===== src/rtl/lvd_pkg.sv =====
package lvd_pkg;
  localparam int REG_W    = 8;
  localparam int BIT_FLAG = 7;
  localparam int BIT_ACK  = 6;
  localparam int BIT_IE   = 5;
  localparam int BIT_SAFE = 4;
  localparam int BIT_REN  = 3;
  localparam int RSV_W    = 3;

  typedef struct packed {
    logic ie;
    logic safe;
    logic ren;
  } lvd_cfg_t;
endpackage


===== src/rtl/lvd_event_flag.sv =====
module lvd_event_flag (
  input  logic clk,
  input  logic rst_n,
  input  logic set_i,
  input  logic ack_i,
  output logic flag_o
);
  logic flag_q, flag_d;

  always_comb begin
    flag_d = flag_q;
    if (set_i)      flag_d = 1'b1;
    else if (ack_i) flag_d = 1'b0;
  end

  always_ff @(posedge clk or negedge rst_n) begin
    if (!rst_n) flag_q <= 1'b0;
    else        flag_q <= flag_d;
  end

  assign flag_o = flag_q;

  assert_evt_wins_R5: assert property (@(posedge clk) disable iff (!rst_n)
    set_i |=> flag_q);
  assert_ack_clears_R4: assert property (@(posedge clk) disable iff (!rst_n)
    (ack_i && !set_i) |=> !flag_q);
  assert_flag_needs_evt_R3: assert property (@(posedge clk) disable iff (!rst_n)
    (!set_i && !flag_q) |=> !flag_q);
endmodule


===== src/rtl/lvd_cfg_bits.sv =====
module lvd_cfg_bits
  import lvd_pkg::*;
(
  input  logic     clk,
  input  logic     por_n,
  input  logic     any_rst_n,
  input  logic     wr_i,
  input  lvd_cfg_t wcfg_i,
  output lvd_cfg_t cfg_o
);
  logic ie_q, ie_d, safe_q, safe_d, ren_q, ren_d, lock_q, lock_d;
  logic ren_we;

  assign ren_we = wr_i && !lock_q;

  always_comb begin
    ie_d   = ie_q;
    safe_d = safe_q;
    ren_d  = ren_q;
    lock_d = lock_q;
    if (wr_i) begin
      ie_d   = wcfg_i.ie;
      safe_d = wcfg_i.safe;
      lock_d = 1'b1;
    end
    if (ren_we) ren_d = wcfg_i.ren;
  end

  always_ff @(posedge clk or negedge any_rst_n) begin
    if (!any_rst_n) begin
      ie_q   <= 1'b0;
      safe_q <= 1'b0;
      lock_q <= 1'b0;
    end else begin
      ie_q   <= ie_d;
      safe_q <= safe_d;
      lock_q <= lock_d;
    end
  end

  always_ff @(posedge clk or negedge por_n) begin
    if (!por_n)      ren_q <= 1'b1;
    else if (ren_we) ren_q <= ren_d;
  end

  assign cfg_o = '{ie: ie_q, safe: safe_q, ren: ren_q};

  assert_ren_locked_R8: assert property (@(posedge clk) disable iff (!any_rst_n)
    lock_q |=> $stable(ren_q));
  assert_first_write_loads_R8: assert property (@(posedge clk) disable iff (!any_rst_n)
    (wr_i && !lock_q) |=> (ren_q == $past(wcfg_i.ren)));
endmodule


===== src/rtl/lvd_wake_gate.sv =====
module lvd_wake_gate (
  input  logic in_stop_i,
  input  logic wake_req_i,
  input  logic safe_i,
  input  logic above_i,
  output logic wake_o
);
  logic pass;

  always_comb begin
    pass   = !safe_i || above_i;
    wake_o = in_stop_i && wake_req_i && pass;
  end
endmodule


===== src/rtl/lvd_ctrl_reg.sv =====
module lvd_ctrl_reg
  import lvd_pkg::*;
#(
  parameter int DW = REG_W
) (
  input  logic          clk,
  input  logic          por_n,
  input  logic          rst_n,
  input  logic          sel,
  input  logic          rd,
  input  logic          wr,
  input  logic [DW-1:0] wdata,
  output logic [DW-1:0] rdata,
  input  logic          lv_evt,
  input  logic          det_en,
  input  logic          above_rearm,
  input  logic          in_stop,
  input  logic          wake_req,
  output logic          irq,
  output logic          rst_req,
  output logic          wake
);
  localparam int RSV_MSB = RSV_W - 1;

  logic          any_rst_n;
  logic          wr_acc, rd_acc;
  logic          ev_set, ack;
  logic          flag;
  lvd_cfg_t      wcfg, cfg;
  logic [DW-1:0] img;

  assign any_rst_n = por_n && rst_n;
  assign wr_acc    = sel && wr;
  assign rd_acc    = sel && rd;
  assign ev_set    = lv_evt && det_en;
  assign ack       = wr_acc && wdata[BIT_ACK];
  assign wcfg      = '{ie: wdata[BIT_IE], safe: wdata[BIT_SAFE], ren: wdata[BIT_REN]};

  lvd_event_flag u_flag (
    .clk   (clk),
    .rst_n (any_rst_n),
    .set_i (ev_set),
    .ack_i (ack),
    .flag_o(flag)
  );

  lvd_cfg_bits u_cfg (
    .clk      (clk),
    .por_n    (por_n),
    .any_rst_n(any_rst_n),
    .wr_i     (wr_acc),
    .wcfg_i   (wcfg),
    .cfg_o    (cfg)
  );

  lvd_wake_gate u_wake (
    .in_stop_i (in_stop),
    .wake_req_i(wake_req),
    .safe_i    (cfg.safe),
    .above_i   (above_rearm),
    .wake_o    (wake)
  );

  always_comb begin
    img           = '0;
    img[BIT_FLAG] = flag;
    img[BIT_IE]   = cfg.ie;
    img[BIT_SAFE] = cfg.safe;
    img[BIT_REN]  = cfg.ren;
    rdata         = rd_acc ? img : '0;
  end

  assign irq     = flag && cfg.ie;
  assign rst_req = flag && cfg.ren;

  assert_irq_needs_flag_R6: assert property (@(posedge clk) disable iff (!any_rst_n)
    irq |-> (flag && cfg.ie));
  assert_rr_needs_flag_R7: assert property (@(posedge clk) disable iff (!any_rst_n)
    rst_req |-> flag);
  assert_wake_blocked_R9: assert property (@(posedge clk) disable iff (!any_rst_n)
    (cfg.safe && !above_rearm) |-> !wake);
  assert_flag_ro_R10: assert property (@(posedge clk) disable iff (!any_rst_n)
    (wr_acc && wdata[BIT_FLAG] && !flag && !ev_set) |=> !flag);
  assert_rsv_zero_R4: assert property (@(posedge clk) disable iff (!any_rst_n)
    (wr_acc && (|wdata[RSV_MSB:0])) |=> (img[RSV_MSB:0] == '0));
  assert_rd_idle_R11: assert property (@(posedge clk) disable iff (!any_rst_n)
    !rd_acc |-> (rdata == '0));
endmodule


===== config.mk =====
export PLATFORM = sky130hd
export DESIGN_NAME = lvd_ctrl_reg
export DESIGN_NICKNAME = d
export VERILOG_FILES = /design/src/rtl/lvd_pkg.sv /design/src/rtl/lvd_event_flag.sv /design/src/rtl/lvd_cfg_bits.sv /design/src/rtl/lvd_wake_gate.sv /design/src/rtl/lvd_ctrl_reg.sv
export SDC_FILE = /design/constraint.sdc
export NUM_CORES = 1
export LEC_CHECK = 0
export ABC_AREA = 1
export BUFFER_PORTS_ARGS = -buffer_cell sky130_fd_sc_hd__buf_2
export CAP_MARGIN = 10
export CORE_AREA = 2 2 39 41
export DETAILED_ROUTE_END_ITERATION = 12
export DIE_AREA = 0 0 41 43
export GPL_TIMING_DRIVEN = 1
export PLACE_DENSITY_LB_ADDON = 0.12
export SYNTH_ARGS = -nofsm -noshare
export SYNTH_HDL_FRONTEND = slang
export SYNTH_SLANG_ARGS = --single-unit

===== constraint.sdc =====
create_clock -name clk -period 1.66 [get_ports clk]
set_input_delay 0.498 -clock clk [delete_from_list [all_inputs] [get_ports clk]]
set_output_delay 0.498 -clock clk [all_outputs]
set_load 0.01 [all_outputs]

After elaboration in Yosys (flattened, before gate mapping)
Index checks and enable logic that the tools add are counted.

storage, ports and cells
  flip-flop bits (word level) = 5
  input port bits = 19
  output and inout port bits = 11
  word-level logic and storage cells = 22

operators by class
  mux-type cells = 3
  reductions and logical operators = 14

operators with widths
  kind                count
  logical AND 1 bit   10
  2-to-1 mux 8 bit    1
  zero test 1 bit     2
  2-to-1 mux 1 bit    2
  nonzero test 2 bit  1
  logical OR 1 bit    1

Longest topological paths before layout
Gate-level depths: netlist (run 1).

  word-level depth = 4
  depth in mapped cells = 4
  gate-level depth less buffers = 4

By module
From an unflattened synthesis (run 1), not the netlist that was laid out.

unflattened totals
  cells, all modules = 54
  area, all modules = 345.3 um^2

by module, submodules not included
  module          times used  cells each  area an instance (um^2)
  lvd_cfg_bits    1           20          173.9
  lvd_ctrl_reg    1           26          115.1
  lvd_event_flag  1           5           40.0
  lvd_wake_gate   1           3           16.3

Worst setup path after synthesis (run 1)
No wires, ideal clock.

  path kind = register to output
  start point = register u_cfg.ren_q
  end point = output rdata[3]
  arrival time = 721 ps
  required time = 1,162 ps
  path slack = 441 ps
  cell stages (with the launch flop) = 3
  path buffers = 0
  path through = dfstp_2 -> inv_1 -> nor2_1

between the ends
  word-level cells in the longest chain between the ends = 1

RTL lines
  what                    RTL line            RTL
  from (decl)             lvd_cfg_bits.sv:11  logic ie_q, ie_d, safe_q, safe_d, ren_q, ren_d, lock_q, lock_d;
  from (signal assigned)  lvd_cfg_bits.sv:43  else if (ren_we) ren_q <= ren_d;
  2-to-1 mux 8 bit        lvd_ctrl_reg.sv:70  rdata = rd_acc ? img : '0;
  to (decl)               lvd_ctrl_reg.sv:13  output logic [DW-1:0] rdata,

No other way between the ends.

Worst setup path in the final report (run 1)
Ends and elaborated chain as after synthesis.

==> flow_summary.ini, run 1 <==
[yosys]
yosysWarnings = 0
synthTopCellsByArea = dfrtp_1 (33%), nand2_1 (19%), buf_4 (10%), inv_1 (10%), dfstp_2 (8.7%)
synth_top_area_share_pct = 33.2
synth_area_per_cell_um2 = 6.70
ys_seq_elements = 5
syn-cell-area_um2 = 302
ys_seq_area_share_pct = 41.9
syn_inst = 45
synth_top_area_cell = dfrtp_1
synthDistinctLibCells = 10

[layout]
n_antenna_cell = 0
instances_no_fill = 85
regArea_um2 = 126
n_fill_cell = 162
nets = 89
multi_input_area_um2 = 126
drive_above_1_share_pct = 37.7
final_cell_mix = buf_2 (21), nand2_1 (15), inv_1 (8)
final_area_um2 = 434
syn2layout_area_growth_pct = 44.0
final_common_cell = buf_2

[worst_setup_path]
worstPathMaxFanout = 3
cp-end-kind = primary output
crit_type = flip-flop to primary output
start_kind = flip-flop
r2r_slack_ns = 0.96
crit_chain = inv_1, nor2_1, buf_2
worstPathArrival_ns = 1.03
crit_family = flip-flops
cpPeakStageDelay_ns = 0.54
ff2ff_path_depth = 2
worstPathRequired_ns = 1.16
slowest_stage = dfstp_2
worst-path-stages = 3
worst-path-buf-inv = 2

[floorplanning]
fp.dieW_um = 41
coreArea_um2 = 1380
initial_core_util_pct = 21.8
dieArea_um2 = 1760
io_pins = 30
die_h_um = 43
rows = 14

[global_routing]
grt_pass1_vias = 257
antenna_found_initial = 0
grt_overflow = 0
grt_usage_pct = 8.98
grt_max_degree = 8
grt_pass1_wl_um = 993

[sta]
setup_tns_ns = 0
fmaxAchievable_ghz = 0.656
setup_viol = 0
hold_viol_final = 0
finalMaxSlewViolations = 0
post-route-period-util_pct = 91.9
rsz0062_at_grt = false
whs_ns = 0.153
min_period_ns = 1.53
fin_skew_ns = 0.00194

[route]
vias_per_cell = 3.72
drcViolationCount = 0
first_pass_iters = 2
vias = 316
drt_wl_total_um = 664
drt_iter0_drc = 1
avgRoutedWirePerCell_um = 7.81
ant_nets = 0

[clock_tree]
cts.sinks = 5
htreeDepth = 1
numCtsBuffers = 3
root_buffer = clkbuf_4
cts_buffer_depth = 2
cts_setup_buffers = 0
cts_resized = 0
cts_tree = done
ctsHoldBuffers = 0
clkSlewWorstSetupHoldPaths_ns = 0.04
worstSkewPairLatency_ns = 0.24

[placement]
io_buffers = 21
placed_cells = 81
gp_congestion = 0.759
placed_cell_area_um2 = 408
dp_hpwl_um = 551

[hold_path]
hold_class = primary input to async pin

[job]
cap_violations = 0

[power]
powerDensity_nw_per_um2 = 786
p_leak_uw = 0.000287
peakVddDrop_mv = 0.224

[outcome]
outcome = completed
[synthesized netlist by cell type]
| cell | number |
|---|---|
| dfstp_2 | 1 |
| nand4_1 | 1 |
| nand2_1 | 15 |
| nand2_2 | 1 |
| nor2_1 | 6 |
| nand3_1 | 4 |
| buf_4 | 4 |
| dfrtp_1 | 4 |
| inv_1 | 8 |
| conb_1 | 1 |
[tightest hold or removal path: cells and delay by family]
family / cells / cell delay (ns)
simple gates: 1 / 0.04
buf+inv: 2 / 0.20
[path summary, 6_finish.rpt]
path | from | to
worst max-delay path | u_cfg.ren_q | rdata[3]
worst min-delay path | rst_n | u_cfg.safe_q
worst max register to register | u_cfg.ren_q | u_cfg.ren_q
worst min register to register | u_cfg.lock_q | u_cfg.lock_q
max in group asynchronous | por_n | u_cfg.ie_q
min in group clk | det_en | u_flag.flag_o
[cell families (layout without fill, tap and decap cells)]
kind of cell	count (synthesis)	in the layout	share of synthesized area (%)
and+or+nand+nor	27	27	36.9
buffers and inverters	12	33	19.9
DFF	5	5	41.9
other	1	4	1.24
[state kept, by name (all words and copies together), names as in the netlist]
name,cells
u_cfg.ie_q,1
u_cfg.lock_q,1
u_cfg.ren_q,1
u_cfg.safe_q,1
u_flag.flag_o,1
[through the flow]
step	utilization [%]	power, uW	setup WS, ns
final	31.4	341	0.135
after global placement	29.5	203	0.194
after CTS	31.4	350	0.118
after floorplan	-	177	0.441
after detailed placement	29.5	203	0.193
after global routing	31.4	374	0.0886
[per-layer routing]
layer / track usage (%) / up-vias / wire length [um]
met5: 0 / - / 0
met2: 11.6 / 19 / 265
met1: 10.1 / 125 / 309
met4: 10.0 / 0 / 0
li1: - / 172 / -
met3: 3.14 / 0 / 89
[report_power, final]
part | internal (uW) | switching (uW)
logic | 27.2 | 34.8
registers | 131 | 6.81
clock network | 90.9 | 50.3
[cell type report]
class,instances,share of cell area [%]
Clock buffer,4,6.05
Inverter,8,6.92
Multi-Input combinational cell,31,29.1
Sequential cell,5,29.1
Tap cell,16,4.61
Timing Repair Buffer,21,24.2
Power figures use the tool's default switching activity.
==> run 2: changes to the inputs <==
- RECOVER_POWER: not set -> 25
==> run 2 against run 1 <==
Compared with the run above:
- count of clock-buffer cells in the layout did not move
- hold slack barely moved
- maximum frequency did not move
- sequential share of layout area rose by 0.084 points
- critical endpoint unchanged
- highest routed layer unchanged
==> flow_summary.ini, run 2 (same netlist as run 1, synthesis figures left out) <==
[outcome]
outcome = completed

[worst_setup_path]
worstPathArrival_ns = 1.03
worstPathRequired_ns = 1.16
r2r-end = u_cfg.ren_q
cp-end-kind = primary output
ff2ff_path_depth = 2
start_kind = flip-flop
crit_type = flip-flop to primary output
worstPathMaxFanout = 3
startpoint = u_cfg.ren_q
r2r_slack_ns = 0.96
rr_startpoint = u_cfg.ren_q

[floorplanning]
coreArea_um2 = 1380
rows = 14
fp.dieW_um = 41
io_pins = 30
initial_core_util_pct = 21.8
die_h_um = 43
dieArea_um2 = 1760

[power]
combPwrFrac_pct = 18.1
powerDensity_nw_per_um2 = 788
swShare_pct = 26.9
p_seq_share_pct = 40.5
cell_internal_pwr_uw = 249
pwr-share-clk_pct = 41.4
p_leak_uw = 0.000285
peakVddDrop_mv = 0.224
power_switching_uw = 91.9

[sta]
fmaxAchievable_ghz = 0.656
rsz0062_at_grt = false
fin_skew_ns = 0.00194
min_period_ns = 1.53
setup_tns_ns = 0
finalMaxSlewViolations = 0
post-route-period-util_pct = 91.9
timing.final.ws_setup_ns = 0.135
setup_viol = 0
hold_viol_final = 0

[global_routing]
grt_pass1_vias = 257
grt_pass1_wl_um = 993
grt_usage_pct = 8.98
grt_overflow = 0
grt_max_degree = 8
antenna_found_initial = 0

[layout]
drive_above_1_share_pct = 36.2
nets = 89
instances_no_fill = 85
n_fill_cell = 161
syn2layout_area_growth_pct = 43.6
regArea_um2 = 126
final_area_um2 = 433
n_antenna_cell = 0
final_cell_mix = buf_2 (20), nand2_1 (15), inv_1 (8)
final_common_cell = buf_2
multi_input_area_um2 = 126

[hold_path]
hold_class = primary input to async pin

[clock_tree]
htreeDepth = 1
cts_resized = 0
cts_buffer_depth = 2
cts_tree = done
cts_setup_buffers = 0
cts.sinks = 5
ctsHoldBuffers = 0
numCtsBuffers = 3
worstSkewPairLatency_ns = 0.24
root_buffer = clkbuf_4
clkSlewWorstSetupHoldPaths_ns = 0.04

[placement]
io_buffers = 21
dp_hpwl_um = 551
dp_worst_setup_slack_ns = 0.193
placed_cell_area_um2 = 408
gp_congestion = 0.759
placed_cells = 81

[route]
drt_iter0_drc = 1
vias = 316
drcViolationCount = 0
wl_met1_um = 310
vias_per_cell = 3.72
first_pass_iters = 2
top_layer = met3
drt_wl_total_um = 665
ant_nets = 0
wl_met3_um = 89
met2_length_um = 265
avgRoutedWirePerCell_um = 7.82

[job]
cap_violations = 0
## run 2: changes by cell type in the layout (fill, tap and decap cells not counted)
cell      before  now
buf_2         21   20
clkbuf_1       1    2
## run 2: critical path: stages (launching register included)
cell     delay, ns
dfstp_2       0.54
inv_1         0.04
nor2_1        0.08
buf_2         0.13
## run 2: layout make-up
cell class                      count  share of cell area (%)
Tap cell                           16                    4.62
Clock buffer                        4                    6.07
Inverter                            8                    6.94
Timing Repair Buffer               21                    24.0
Multi-Input combinational cell     31                    29.2
Sequential cell                     5                    29.2
## run 2: power groups by stage
stage / logic [uW] / clock network [uW] / registers (uW)
finish: 61.7 / 141 / 138
global route: 72.3 / 162 / 140
CTS: 63.4 / 149 / 139
detailed placement: 63.1 / 0 / 140
global placement: 62.7 / 0 / 141
floorplan: 38.7 / 0 / 138
## run 2: worst max-delay path by stage
stage | cells after the start | to
after floorplan | 2 | rdata[3]
after global placement | 4 | rdata[7]
after detailed placement | 4 | rdata[7]
after CTS | 3 | rdata[3]
after global routing | 3 | rdata[3]
final | 3 | rdata[3]
## run 2: per-stage QoR
stage / utilization (%) / hold WS, ns / total power (uW)
final: 31.3 / 0.153 / 341
after CTS: 31.4 / 0.158 / 350
after global routing: 31.3 / 0.165 / 374
after detailed placement: 29.5 / 0.418 / 203
after floorplan: - / 0.302 / 177
after global placement: 29.5 / 0.413 / 203
## run 2: metal layers
layer / up-vias / global-route usage, %
met4: 0 / 10.0
met5: - / 0
met2: 19 / 11.6
li1: 172 / -
met1: 125 / 10.1
met3: 0 / 3.14
==> run 3: changes to the inputs <==
- ABC_AREA: 1 -> not set
- SYNTH_HIERARCHICAL: not set -> 1
==> run 3 against run 2 <==
Compared with the run above:
- synthesized cell count is 27% lower
- synthesized area is 10% higher
- clock power is 3% lower
- sequential cell count stayed put
- critical path depth is 1 lower
- global-route usage is 1.6 points lower
- critical endpoint unchanged
- largest power group is now sequential cells
- critical path type unchanged
- combinational power is 28% higher
- hold slack better by 0.053 ns
- final cell count is 18% lower
- count of clock-buffer cells in the layout stayed put
==> flow_summary.ini, run 3 <==
[worst_setup_path]
ff2ff_path_depth = 2
r2r-end = u_cfg/ren_q
crit_type = flip-flop to primary output
slowest_stage = dfstp_2
rr_startpoint = u_cfg/lock_q
cp-end-kind = primary output
crit_family = flip-flops
r2r_slack_ns = 0.78
worstPathMaxFanout = 3
worst-path-buf-inv = 1
cpPeakStageDelay_ns = 0.54
worstPathRequired_ns = 1.16
worstPathArrival_ns = 1.04
crit_chain = and3_1, buf_2
start_kind = flip-flop

[power]
p_leak_uw = 0.000248
peakVddDrop_mv = 0.291
total_power_uw = 367
powerDensity_nw_per_um2 = 834

[clock_tree]
cts_setup_buffers = 0
cts.sinks = 5
clkSlewWorstSetupHoldPaths_ns = 0.04
cts_tree = done
worstSkewPairLatency_ns = 0.23
numCtsBuffers = 3
ctsHoldBuffers = 0
root_buffer = clkbuf_4
cts_resized = 0
htreeDepth = 1
cts_buffer_depth = 2

[yosys]
syn_inst = 33
synth_area_per_cell_um2 = 10.0
synth_top_area_share_pct = 30.2
synth-main-ff-cell = dfrtp_1
ys_top_cells_by_count = buf_4 (7), and3_1 (5), and2_1 (4), dfrtp_1 (4)
synthAdderAreaFrac_pct = 0
ys_seq_elements = 5
async_reset_ff_share_pct = 100
synthTopCellsByArea = dfrtp_1 (30%), buf_4 (16%), and3_1 (9.4%), dfstp_2 (7.9%), and2_1 (7.5%)
synthXorXnorAreaFrac_pct = 0
synth-compound-area-share_pct = 4.91
synth_top_family_by_area = simple AND/OR/NAND/NOR gates
synthDistinctLibCells = 15
synth_edf_count = 0
ys_seq_area_share_pct = 38.1
synth.area.mux_share_pct = 11.3
synth_simple_gate_area_share_pct = 26.4
yosysWarnings = 6
synth_most_common_cell = buf_4
syn-cell-area_um2 = 332
synth_top_area_cell = dfrtp_1

[layout]
final_common_cell = buf_2
final_cell_mix = buf_2 (20), and3_1 (5), conb_1 (4), dfrtp_1 (4)
drive_above_1_share_pct = 51.9
n_antenna_cell = 0
fin_util_pct = 31.8
syn2layout_area_growth_pct = 32.8
n_fill_cell = 155
instances_no_fill = 70
nets = 74

[placement]
io_buffers = 21
dp_hpwl_um = 490
placed_cells = 66
gp_congestion = 0.603

[sta]
whs_ns = 0.206
finalMaxSlewViolations = 0
setup_viol = 0
rsz0062_at_grt = false
hold_viol_final = 0
post-route-period-util_pct = 92.5
fin_skew_ns = 0.000867
fmaxAchievable_ghz = 0.651
setup_tns_ns = 0
min_period_ns = 1.54

[job]
cap_violations = 0

[global_routing]
grt_overflow = 0
gr-usage-met3_pct = 2.09
grt_pass1_vias = 208
grt_max_degree = 7
grt_pass1_wl_um = 841
use_met2_pct = 9.69
top_usage_layer = met2
antenna_found_initial = 0
grt_usage_pct = 7.36
grt_use_met1_pct = 9.45

[route]
drt_iter0_drc = 0
first_pass_iters = 1
drt_wl_total_um = 572
drcViolationCount = 0
ant_nets = 0
avgRoutedWirePerCell_um = 8.17
vias = 253
vias_per_cell = 3.61

[floorplanning]
die_h_um = 43
coreArea_um2 = 1380
initial_core_util_pct = 24.0
dieArea_um2 = 1760
io_pins = 30
rows = 14
fp.dieW_um = 41

[hold_path]
hold_class = primary input to async pin

[outcome]
outcome = completed
run 3: cell count changes after synthesis, sizes merged, moves of 3 or more:
cell / change
nand2: -15
inv: -6
nor2: -6
and2: +5
and3: +5
nand3: -4
buf: +3
mux2: +3
run 3: layout make-up:
class / count / area [um2] / share of cell area, %
repair buffers: 21 / 104 / 23.6
well taps: 16 / 20.0 / 4.55
multi-input cells: 22 / 156 / 35.5
inverters: 2 / 7.51 / 1.70
clock buffers: 4 / 26.3 / 5.97
flip-flops and latches: 5 / 126 / 28.7
run 3: worst register-to-register path: stages (launching register included):
cell     delay [ns]
dfrtp_1        0.39
nor2b_4        0.12
mux2_4         0.30
run 3: cell families (layout without fill, tap and decap cells):
logic type	Yosys count	in the layout
simple gates	13	13
buf+inv	9	27
flops	5	5
mux	3	3
compound gates	2	2
other cells	1	4
run 3: layer usage:
metal | part of all wire (%) | up-vias
li1 | - | 136
met1 | 46 | 101
met2 | 40 | 16
met3 | 14 | 0
met4 | 0 | 0
met5 | 0 | -
run 3: through the flow:
| step | setup WS, ns | cell area, um2 |
|---|---|---|
| finish | 0.124 | 440 |
| global route | 0.0797 | 440 |
| detailed placement | 0.260 | 415 |
| CTS | 0.113 | 442 |
| global placement | 0.249 | 415 |
| floorplan | 0.375 | 343 |
run 3: worst max-delay path by stage:
stage	from	end	cells after the start	slack [ns]
3_3_place_gp	sel	rdata[4]	3	0.25
4_1_cts	u_cfg/ren_q	rdata[3]	2	0.11
5_1_grt	u_cfg/ren_q	rdata[3]	2	0.08
6_report	u_cfg/ren_q	rdata[3]	2	0.12
3_5_place_dp	sel	rdata[5]	3	0.26
2_1_floorplan	u_cfg/ren_q	rdata[3]	2	0.38
run 3: report_power, final:
part | switching, uW | total, uW | internal (uW)
Clock | 45.9 | 137 | 90.6
Combinational | 34.6 | 79.1 | 44.5
Sequential | 11.3 | 152 | 140
